[config.mk]
export PLATFORM = sky130hd
export DESIGN_NAME = uart_irq_prio
export DESIGN_NICKNAME = d
export VERILOG_FILES = /design/src/rtl/uart_irq_pkg.sv /design/src/rtl/irq_enable_reg.sv /design/src/rtl/irq_event_latch.sv /design/src/rtl/irq_tx_arm.sv /design/src/rtl/irq_rank_enc.sv /design/src/rtl/uart_irq_prio.sv
export SDC_FILE = /design/constraint.sdc
export NUM_CORES = 1
export LEC_CHECK = 0
export BUFFER_PORTS_ARGS = -buffer_cell sky130_fd_sc_hd__buf_2
export CORE_AREA = 2 2 39 41
export CTS_CLUSTER_SIZE = 28
export DETAILED_ROUTE_END_ITERATION = 10
export DIE_AREA = 0 0 41 43
export GPL_TIMING_DRIVEN = 0
export PLACE_DENSITY = 0.82
export SKIP_LAST_GASP = 1
export SYNTH_ARGS = -nofsm -noshare
export SYNTH_HDL_FRONTEND = slang
export SYNTH_SLANG_ARGS = --single-unit
[constraint.sdc]
create_clock -name clk -period 2 [get_ports clk]
set_clock_uncertainty 0.2 [all_clocks]
set_input_delay 0.6 -clock clk [delete_from_list [all_inputs] [get_ports clk]]
set_output_delay 0.6 -clock clk [all_outputs]
set_load 0.005 [all_outputs]
[src/rtl/uart_irq_pkg.sv]
package uart_irq_pkg;

  // Source slots; the index equals the enable bit that gates the source.
  localparam int SRC_RX    = 0;
  localparam int SRC_TX    = 1;
  localparam int SRC_LINE  = 2;
  localparam int SRC_MODEM = 3;
  localparam int NUM_SRC   = 4;

  // Status bits 3:1 for each source.
  typedef enum logic [2:0] {
    CODE_MODEM = 3'b000,
    CODE_TX    = 3'b001,
    CODE_RX    = 3'b010,
    CODE_LINE  = 3'b011
  } irq_code_e;

  // Pick the winner among active sources; returns a one-hot grant.
  function automatic logic [NUM_SRC-1:0] rank_grant(input logic [NUM_SRC-1:0] act);
    logic [NUM_SRC-1:0] g;
    g = '0;
    if (act[SRC_LINE])       g[SRC_LINE]  = 1'b1;
    else if (act[SRC_RX])    g[SRC_RX]    = 1'b1;
    else if (act[SRC_TX])    g[SRC_TX]    = 1'b1;
    else if (act[SRC_MODEM]) g[SRC_MODEM] = 1'b1;
    return g;
  endfunction

  // Map a one-hot grant to the status byte.
  function automatic logic [7:0] status_of(input logic [NUM_SRC-1:0] g);
    irq_code_e c;
    c = CODE_MODEM;
    if (g[SRC_LINE])      c = CODE_LINE;
    else if (g[SRC_RX])   c = CODE_RX;
    else if (g[SRC_TX])   c = CODE_TX;
    return (g == '0) ? 8'h01 : {4'b0000, c, 1'b0};
  endfunction

endpackage

[src/rtl/irq_enable_reg.sv]
module irq_enable_reg #(
  parameter int EN_BITS = 4,
  parameter int RD_W    = 8
) (
  input  logic               clk,
  input  logic               rst_n,
  input  logic               wr,
  input  logic [EN_BITS-1:0] wdata,
  output logic [EN_BITS-1:0] en_q,
  output logic [RD_W-1:0]    rdata,
  output logic               tx_en_rise
);
  localparam int PAD_W = RD_W - EN_BITS;

  always_ff @(posedge clk or negedge rst_n) begin
    if (!rst_n) en_q <= '0;
    else if (wr) en_q <= wdata;
  end

  assign rdata      = {{PAD_W{1'b0}}, en_q};
  assign tx_en_rise = wr && wdata[uart_irq_pkg::SRC_TX] && !en_q[uart_irq_pkg::SRC_TX];

  assert_en_store_R2: assert property (@(posedge clk) disable iff (!rst_n)
    wr |=> en_q == $past(wdata));
  assert_en_hold_R2: assert property (@(posedge clk) disable iff (!rst_n)
    !wr |=> $stable(en_q));
endmodule

[src/rtl/irq_event_latch.sv]
module irq_event_latch #(
  parameter int N = 4
) (
  input  logic         clk,
  input  logic         rst_n,
  input  logic [N-1:0] evt,
  input  logic         clr,
  output logic         pend,
  output logic         any_evt
);
  assign any_evt = |evt;

  always_ff @(posedge clk or negedge rst_n) begin
    if (!rst_n)       pend <= 1'b0;
    else if (any_evt) pend <= 1'b1;
    else if (clr)     pend <= 1'b0;
  end

  assert_evt_wins_R12: assert property (@(posedge clk) disable iff (!rst_n)
    any_evt |=> pend);
  assert_clr_drops_R6_R10: assert property (@(posedge clk) disable iff (!rst_n)
    (clr && !any_evt) |=> !pend);
endmodule

[src/rtl/irq_tx_arm.sv]
module irq_tx_arm (
  input  logic clk,
  input  logic rst_n,
  input  logic tx_empty,
  input  logic en_rise,
  input  logic thr_wr,
  input  logic ack,
  output logic pend,
  output logic arm
);
  logic empty_q;

  // Reset to 1 so an idle, empty transmitter does not arm by itself.
  always_ff @(posedge clk or negedge rst_n) begin
    if (!rst_n) empty_q <= 1'b1;
    else        empty_q <= tx_empty;
  end

  assign arm = tx_empty && (!empty_q || en_rise);

  always_ff @(posedge clk or negedge rst_n) begin
    if (!rst_n)              pend <= 1'b0;
    else if (arm)            pend <= 1'b1;
    else if (thr_wr || ack)  pend <= 1'b0;
  end

  assert_arm_sets_R8: assert property (@(posedge clk) disable iff (!rst_n)
    arm |=> pend);
  assert_thr_clears_R8: assert property (@(posedge clk) disable iff (!rst_n)
    (thr_wr && !arm) |=> !pend);
  assert_ack_clears_R9: assert property (@(posedge clk) disable iff (!rst_n)
    (ack && !arm) |=> !pend);
endmodule

[src/rtl/irq_rank_enc.sv]
module irq_rank_enc #(
  parameter int NS = uart_irq_pkg::NUM_SRC
) (
  input  logic [NS-1:0] act,
  output logic [NS-1:0] grant,
  output logic [7:0]    status
);
  always_comb begin
    grant  = uart_irq_pkg::rank_grant(act);
    status = uart_irq_pkg::status_of(grant);
  end

  always_comb begin
    assert_grant_onehot_R3: assert ($onehot0(grant));
  end
endmodule

[src/rtl/uart_irq_prio.sv]
module uart_irq_prio #(
  parameter int LINE_ERR_W = 4,
  parameter int MODEM_W    = 4,
  parameter int EN_BITS    = 4,
  parameter int REG_W      = 8
) (
  input  logic                  clk,
  input  logic                  rst_n,
  input  logic                  en_wr,
  input  logic [EN_BITS-1:0]    en_wdata,
  output logic [REG_W-1:0]      en_rdata,
  input  logic [LINE_ERR_W-1:0] line_err_evt,
  input  logic                  rx_full,
  input  logic                  tx_empty,
  input  logic [MODEM_W-1:0]    modem_delta_evt,
  input  logic                  isr_rd,
  input  logic                  lsr_rd,
  input  logic                  msr_rd,
  input  logic                  thr_wr,
  output logic [REG_W-1:0]      status,
  output logic                  irq
);
  import uart_irq_pkg::*;

  logic [EN_BITS-1:0] en_q;
  logic               tx_en_rise;
  logic               line_pend, line_evt;
  logic               modem_pend, modem_evt;
  logic               tx_pend, tx_arm, tx_ack;
  logic [NUM_SRC-1:0] pend_vec, act, grant;
  logic [7:0]         status_w;

  irq_enable_reg #(.EN_BITS(EN_BITS), .RD_W(REG_W)) u_en (
    .clk(clk), .rst_n(rst_n), .wr(en_wr), .wdata(en_wdata),
    .en_q(en_q), .rdata(en_rdata), .tx_en_rise(tx_en_rise));

  irq_event_latch #(.N(LINE_ERR_W)) u_line (
    .clk(clk), .rst_n(rst_n), .evt(line_err_evt), .clr(lsr_rd),
    .pend(line_pend), .any_evt(line_evt));

  irq_event_latch #(.N(MODEM_W)) u_modem (
    .clk(clk), .rst_n(rst_n), .evt(modem_delta_evt), .clr(msr_rd),
    .pend(modem_pend), .any_evt(modem_evt));

  // Status read acknowledges transmit-empty only when it is the reported source.
  assign tx_ack = isr_rd && grant[SRC_TX];

  irq_tx_arm u_tx (
    .clk(clk), .rst_n(rst_n), .tx_empty(tx_empty), .en_rise(tx_en_rise),
    .thr_wr(thr_wr), .ack(tx_ack), .pend(tx_pend), .arm(tx_arm));

  always_comb begin
    pend_vec            = '0;
    pend_vec[SRC_RX]    = rx_full;
    pend_vec[SRC_TX]    = tx_pend;
    pend_vec[SRC_LINE]  = line_pend;
    pend_vec[SRC_MODEM] = modem_pend;
  end

  assign act = pend_vec & en_q[NUM_SRC-1:0];

  irq_rank_enc #(.NS(NUM_SRC)) u_rank (.act(act), .grant(grant), .status(status_w));

  assign status = {{(REG_W-8){1'b0}}, status_w};
  assign irq    = ~status_w[0];

  assert_status_hi_zero_R4: assert property (@(posedge clk) disable iff (!rst_n)
    status[7:4] == 4'b0000);
  assert_irq_tracks_act_R11: assert property (@(posedge clk) disable iff (!rst_n)
    irq == (act != '0));
  assert_line_first_R3: assert property (@(posedge clk) disable iff (!rst_n)
    act[SRC_LINE] |-> status[3:0] == 4'b0110);
  assert_spare_tx_R9: assert property (@(posedge clk) disable iff (!rst_n)
    (isr_rd && !grant[SRC_TX] && tx_pend && !thr_wr) |=> tx_pend);
  assert_rd_keeps_line_R6: assert property (@(posedge clk) disable iff (!rst_n)
    (line_pend && !lsr_rd) |=> line_pend);
endmodule

* Yosys cells after proc, flatten, opt, wreduce, memory -nomap -nowiden
Index checks and enable logic that the tools add are counted.
Operators by class: reduce and logical (&&, ||, !) cells 14, bitwise operators 2, multiplexer cells 19
Operators with widths (number):
- 1-bit two-way mux | 15
- 4-bit OR reduction | 2
- 3-bit two-way mux | 2
- 2-bit nonzero test | 3
- 4-bit AND | 1
- 1-bit logical AND | 4
- 4-bit logical NOT | 1
- 4-bit two-way mux | 1
- 1-bit logical NOT | 2
- 1-bit logical OR | 2
- 2-bit two-way mux | 1
- 1-bit inverter | 1
Word-level totals: register bits after elaboration 8, input bits 21

* Longest topological paths before layout
Gate-level depths: netlist (run 1).
depth after elaboration 9, gate-level depth with buffers 3, gate-level depth less buffers 3

* Cells and area by module
From an unflattened synthesis (run 1), not the netlist that was laid out.
Unflattened totals: cell total of the unflattened synthesis 53, area, all modules 531.8 um2
By module, submodules not included:
- irq_enable_reg | seq. area each 100.1 um2, area each 219.0 um2, instances 1, cells an instance 18
- irq_rank_enc | seq. area each 0.0 um2, area each 97.6 um2, instances 1, cells an instance 15
- irq_event_latch | seq. area each 25.0 um2, area each 47.5 um2, instances 2, cells an instance 4
- irq_tx_arm | seq. area each 51.3 um2, area each 85.1 um2, instances 1, cells an instance 6
- uart_irq_prio | seq. area each 0.0 um2, area each 35.0 um2, instances 1, cells an instance 6

* Worst setup path after synthesis (run 1)
OpenSTA, ideal clock, no wires.
path kind input to output, start input rx_full, end output irq, arrival 1.096 ns, buffers on the path 0, cell stages on the path 3, required time 1.200 ns, setup slack 0.104 ns, cells stage by stage a22o_4 -> a221oi_4 -> inv_2
On the way: word-level cells in the longest chain between the ends 6, elaborated cells between the ends (all ways) 9
RTL lines:
- start: declaration | RTL line uart_irq_prio.sv:13 | input logic rx_full,
- 4-bit AND (*) | RTL line uart_irq_prio.sv:60 | assign act = pend_vec & en_q[NUM_SRC-1:0];
- 1-bit two-way mux | RTL line uart_irq_pkg.sv:23 | else if (act[SRC_RX]) g[SRC_RX] = 1'b1;
- 2-bit two-way mux / 1-bit two-way mux (equally long branches) | RTL line uart_irq_pkg.sv:22 | if (act[SRC_LINE]) g[SRC_LINE] = 1'b1;
- 4-bit logical NOT (*) | RTL line uart_irq_pkg.sv:36 | return (g == '0) ? 8'h01 : {4'b0000, c, 1'b0};
- 4-bit two-way mux (*) | RTL line uart_irq_pkg.sv:36
- via status[0] | RTL line uart_irq_prio.sv:20 | output logic [REG_W-1:0] status,
- 1-bit inverter (*) | RTL line uart_irq_prio.sv:65 | assign irq = ~status_w[0];
- end: declaration | RTL line uart_irq_prio.sv:21 | output logic irq
Mark *: on every way through the listed nets, which the timed path passes. The rest lies on a longest branch.

* Final worst setup path (run 1)
start register u_en.en_q[2], end output irq
On the way: word-level cells in the longest chain between the ends 5, elaborated cells between the ends (all ways) 7
RTL lines:
- start: declaration | RTL line irq_enable_reg.sv:9 | output logic [EN_BITS-1:0] en_q,
- start signal: assignment | RTL line irq_enable_reg.sv:17 | else if (wr) en_q <= wdata;
- 4-bit AND (*) | RTL line uart_irq_prio.sv:60
- 2-bit two-way mux / 1-bit two-way mux (equally long branches) | RTL line uart_irq_pkg.sv:22
- 4-bit logical NOT (*) | RTL line uart_irq_pkg.sv:36
- 4-bit two-way mux (*) | RTL line uart_irq_pkg.sv:36
- 1-bit inverter (*) | RTL line uart_irq_prio.sv:65
Every way passes the cells marked *; elsewhere a longest branch is shown, timed or not.

==> metrics.yaml, run 1 <==
logic_synthesis:
  avgSynthCellArea_um2: 10.7
  netlist_area_um2: 437
  ys_seq_area_share_pct: 46.1
  ys.warnings.count: 0
  synth_cell_types: 16
  synth_area_leaders: "dfrtp_1, buf_4, mux2_2, a221oi_4, dfstp_2"
  synth_most_common_cell: "buf_4"
  synthArstFlopShare_pct: 100
  postSynthCellCount: 41
  synth_edf_count: 0
  synth_top_cell_by_area: "dfrtp_1"
  synth_top_area_share_pct: 40.1
  yosys_most_used_dff: "dfrtp_1"
  synthTopCellsByCount: "buf_4, dfrtp_1, nand2_1, o21ai_0"
  ys_seq_elements: 8
pwr:
  intPower_uw: 313
  p_sw_uw: 116
  total_power_uw: 428
  peakVddDrop_uv: 244
  seqPwrFrac_pct: 44.1
  p_clk_share_pct: 32.3
  switching_share_pct: 27.0
  cellPowerDensity_mw_per_mm2: 625
  combPwrFrac_pct: 23.6
  leakage_nw: 0.380
timing:
  min_period_ns: 2.11
  setup_slack_ns: -0.112
  hold_viol_final: 0
  slew_viol_final: 0
  max_freq_mhz: 474
  setup_viol: 2
  tns_ns: -0.216
  rsz0062_at_grt: "true"
  fin_crit_sh_pct: 106
routing:
  wirelength_um: 1110
  drc: 0
  dr.pass1.iters: 3
  drt_iter0_markers: 1
  ant_nets: 0
  post_drt_via_cell_ratio: 4.21
  detail_route.wl_per_cell_um: 11.0
  num_vias: 425
layout:
  fin_nets: 107
  area_delta_synth_final_pct: 57.0
  layout-drive-gt1-share_pct: 58.8
  diodes: 0
  fin_util_pct: 49.5
global_routing:
  grt_pass1_wl_um: 1610
  grt_pass1_vias: 409
  grt_usage_pct: 14.1
  grt_overflow: 0
  grt_start_max_net_pins: 9
  antenna_found_initial: 0
clock_network:
  htreeDepth: 1
  cts_tree: "yes"
  path_clk_slew_ns: 0.06
  ctsLongestPathBuffers: 2
  cts_inserted_buffers: 3
  clkSinkCount: 8
  root_buffer: "clkbuf_4"
  clock_latency_ns: 0.26
min_path:
  worstHoldStart: "tx_empty"
  hp-class: "input port to register"
worst_setup_path:
  arrival_ns: 1.31
  worst_r2r_startpoint: "u_en.en_q[2]"
  worstSetupEndpointType: "output port"
  critical_path_peak_fanout: 3
  cp-start-kind: "register"
  crit_start: "u_en.en_q[2]"
  critPathKind: "register to output port"
  cp.required_ns: 1.20
floorplan:
  die-area_mm2: 0.00176
  die_w_um: 41
  io_pins: 38
  die_h_um: 43
  rows: 14
  coreArea_mm2: 0.00138
  start_util_pct: 31.6
placed_design:
  io_buffer_count: 28
  gp_congestion: 0.739
status:
  status: "finished, violations left"
  failed_checks: "negative setup slack"
flow_run:
  maxCapViolations: 0
## layout make-up
| class | count | area (um2) |
|---|---|---|
| timing repair buffer | 32 | 173 |
| multi-input combinational | 28 | 183 |
| inverter | 4 | 15.0 |
| tap | 16 | 20.0 |
| fill | 131 | 698 |
| buffer | 9 | 67.6 |
| clock buffer | 4 | 26.3 |
| sequential | 8 | 201 |
## registers in the layout, indices dropped and copies added (netlist names)
name	count
u_en.en_q	4
u_tx.pend	1
u_modem.pend	1
u_line.pend	1
u_tx.empty_q	1
## layer usage
metal / track usage (%) / share of wire, % / vias to the layer above
met4: 10.0 / 1.3 / 0
met3: 3.66 / 8.2 / 2
met2: 25.3 / 60 / 17
li1: - / - / 207
met1: 12.0 / 30 / 199
met5: 0 / 0 / -
## cell usage in the layout (no fill, tap or decap), drive strengths merged
cell type | Yosys | layout
a221oi | 1 | 1
a22o | 1 | 1
buf | 9 | 40
clkbuf | 0 | 4
conb | 1 | 9
dfrtp | 7 | 7
dfstp | 1 | 1
dlygate4sd3 | 0 | 1
inv | 4 | 4
mux2 | 3 | 3
nand2 | 4 | 4
nand2b | 1 | 1
nor2 | 1 | 1
nor4 | 2 | 2
o21ai | 5 | 5
o2bb2ai | 1 | 1
## cell families after synthesis
family,Yosys count,synth area share (%)
muxes,3,7.74
other,1,0.859
buffers and inverters,13,18.9
DFF,8,46.1
and+or+nand+nor,8,8.59
AOI/OAI and AO/OA,8,17.8
## power groups by stage
stage                     combinational (mW)  clock [mW]  sequential [mW]
after global routing                   0.112       0.149            0.190
after CTS                             0.0978       0.141            0.189
after global placement                0.0887           0            0.190
after floorplan                       0.0470           0            0.191
final                                  0.101       0.139            0.189
after detailed placement              0.0922           0            0.192
## what timing repair did
item,CTS,global route
hold buffers,1,0
hold endpoints to repair,7,0
pin swaps,0,0
endpoints found under the setup margin,3,4
buffers inserted,2,1
gates resized for setup,0,0
## path summary, 6_finish.rpt
check / end / slack [ns] / depth (start not counted)
worst max-delay path: irq / -0.11 / 4
min in group asynchronous: u_en.en_q[2] / 0.50 / 2
worst min-delay path: u_tx.empty_q / 0.25 / 1
worst max register to register: u_tx.pend / 0.66 / 4
worst min register to register: u_en.en_q[0] / 0.37 / 1
max in group asynchronous: u_tx.empty_q / 0.86 / 2
## critical path, stage by stage, from the launching register on
cell and delay (ns):
dfrtp_1 0.41, a22o_4 0.28, a221oi_4 0.20, inv_2 0.04, buf_2 0.12
## per-stage QoR
step,setup WS (ns),cells,hold slack [ns],instance area (um2)
2_1_floorplan,0.104,49,0.104,467
3_3_place_gp,-0.100,93,0.246,627
3_5_place_dp,-0.104,93,0.250,627
4_1_cts,-0.123,100,0.252,678
5_1_grt,-0.143,101,0.249,686
6_report,-0.112,101,0.253,686
Note: power is estimated with default switching activity, not from simulation.
==> inputs of run 2 (changes only) <==
Settings changed: CELL_PAD_IN_SITES_DETAIL_PLACEMENT set to 2, CELL_PAD_IN_SITES_GLOBAL_PLACEMENT set to 2, CORE_AREA 2 2 39 41 to not set, CORE_ASPECT_RATIO set to 1.2, CORE_MARGIN set to 2, CORE_UTILIZATION set to 18, CTS_CLUSTER_SIZE 28 to 40, DIE_AREA 0 0 41 43 to not set, PLACE_DENSITY 0.82 to 0.85, RECOVER_POWER set to 50.
==> run 2 against run 1 <==
The flow still finishes with violations (negative setup slack). Critical endpoint unchanged. Count of clock-buffer cells in the layout did not move. Flip-flop and latch count stayed put. Design area grew 5.8%. Clock power is essentially flat. Critical path depth increased by 1. Largest power group unchanged. Worst hold slack lost 0.0012 ns. Sequential power about the same. Core utilization down 18 points. Final cell count up 17%.
==> metrics.yaml, run 2 (synthesis results as in run 1) <==
worst_setup_path:
  crit_start: "rx_full"
  worstSetupEndpoint: "irq"
  critical_path_peak_fanout: 3  # unchanged
  r2r-end: "u_tx.pend"
  worst_r2r_startpoint: "u_line.pend"
  cp-start-kind: "input port"
  arrival_ns: 1.31  # about the same
  critPathKind: "input port to output port"
  cp.required_ns: 1.20  # about the same
  r2r_cells: 4  # unchanged
  r2r_slack_ns: 0.72  # +0.06 ns
  worstSetupEndpointType: "output port"
layout:
  regArea_um2: 201  # unchanged
  multi_input_area_um2: 186  # +2.1%
  layout_commonest_cell: "buf_2"
  n_fill_cell: 281  # +110%
  regMostFlops: "u_en.en_q"
  diodes: 0  # unchanged
  layout_common_cells: "buf_2, buf_4, conb_1, dfrtp_1"
  layout-drive-gt1-share_pct: 57.5  # -1.4 points
  largest_reg_flops: 4  # unchanged
  postLayoutCellArea_um2: 726  # +5.8%
  fin_nets: 109  # +1.9%
  area_delta_synth_final_pct: 66.2
global_routing:
  grt_busiest_layer: "met2"
  grt_pass1_wl_um: 2310  # +43%
  grt_usage_pct: 10.8  # -3.3 points
  use_met1_pct: 10.8  # -1.2 points
  grt_pass1_vias: 490  # +20%
  grt_start_max_net_pins: 9  # unchanged
  antenna_found_initial: 0  # unchanged
  use_met3_pct: 3.61  # -0.057 points
  met2_usage_pct: 20.9  # -4.4 points
  grt_overflow: 0  # unchanged
timing:
  slew_viol_final: 0  # unchanged
  max_freq_mhz: 473  # about the same
  hold_viol_final: 0  # unchanged
  tns_ns: -0.329  # -0.113 ns
  holdWs_ns: 0.251  # -0.00117 ns
  rsz0062_at_grt: "true"
  setup_slack_ns: -0.114  # -0.00186 ns
  setup_viol: 3  # +1
  min_period_ns: 2.11  # +0.00187 ns
  fin_crit_sh_pct: 106  # about the same
clock_network:
  clock_latency_ns: 0.25  # about the same
  clkSinkCount: 8  # unchanged
  ctsLongestPathBuffers: 2  # unchanged
  htreeDepth: 1  # unchanged
  root_buffer: "clkbuf_4"
  path_clk_slew_ns: 0.06  # about the same
  cts_inserted_buffers: 3  # unchanged
  cts_tree: "yes"
routing:
  detail_route.wl_per_cell_um: 12.1  # +9.9%
  ant_nets: 0  # unchanged
  dr.pass1.iters: 2  # -1
  post_drt_via_cell_ratio: 3.80  # -9.8%
  drt_iter0_markers: 1  # unchanged
  num_vias: 448  # +5.4%
  drc: 0  # unchanged
  wirelength_um: 1430  # +28%
status:
  status: "finished, violations left"
  failed_checks: "negative setup slack"
floorplan:
  rows: 19  # +5
  die_h_um: 58.0  # +35%
  die_w_um: 49.0  # +19%
  io_pins: 38  # unchanged
  start_util_pct: 18.9  # -13 points
  die-area_mm2: 0.00284  # +61%
  coreArea_mm2: 0.00231  # +67%
placed_design:
  gp_congestion: 0.673  # -8.9%
  io_buffer_count: 28  # unchanged
  placed_area_um2: 646  # +3.0%
  pre_cts_slack_ns: -0.133  # -0.0293 ns
  dp_hpwl_um: 1150
flow_run:
  maxCapViolations: 0  # unchanged
pwr:
  peakVddDrop_uv: 199  # -19%
  cellPowerDensity_mw_per_mm2: 599  # -4.2%
  leakage_nw: 0.384  # +1.0%
  total_power_uw: 435  # +1.4%
min_path:
  worstHoldPathCells: 1  # unchanged
  hp-class: "input port to register"
## run 2: layer usage
layer | wire length (um) | share of wire (%)
met1 | 497 | 35
met5 | 0 | 0
met4 | 0 | 0
met2 | 821 | 57
met3 | 111 | 7.8
## run 2: layout make-up
class                      instances  area share [%]
clock buffer                       4            3.62
multi-input combinational         28            25.7
timing repair buffer              34            26.2
tap                               31            5.34
buffer                             9            9.31
sequential                         8            27.8
inverter                           4            2.07
## run 2: critical path: stages
cell and delay, ns:
buf_6 0.09, a22o_4 0.23, a221oi_4 0.22, inv_2 0.04, buf_2 0.12
## run 2: worst min path at each step
stage	from	slack (ns)	to
after CTS	tx_empty	0.26	u_tx.empty_q
after global routing	tx_empty	0.25	u_tx.empty_q
after floorplan	rst_n	0.10	u_en.en_q[0]
final	tx_empty	0.25	u_tx.empty_q
after detailed placement	rst_n	0.25	u_en.en_q[3]
after global placement	rst_n	0.25	u_en.en_q[3]
## run 2: stage by stage
stage / std cells / util, %
2_1_floorplan: 49 / -
3_3_place_gp: 108 / 28.0
3_5_place_dp: 108 / 28.0
4_1_cts: 116 / 30.8
5_1_grt: 118 / 31.5
6_report: 118 / 31.5
## run 2: where the power goes
| part | switching [mW] | leakage (nW) | internal [mW] |
|---|---|---|---|
| combinational | 0.0444 | 0.281 | 0.0657 |
| sequential | 0.0143 | 0.0877 | 0.174 |
| clock | 0.0591 | 0.0150 | 0.0766 |
| total | 0.118 | 0.384 | 0.317 |
## run 2: timing repair
item,CTS,global route
buffers inserted,3,2
endpoints found under the hold margin,7,0
cloned,0,0
hold buffers,1,0
pin swaps,1,0
gates resized for setup,1,1
endpoints found under the setup margin,3,4
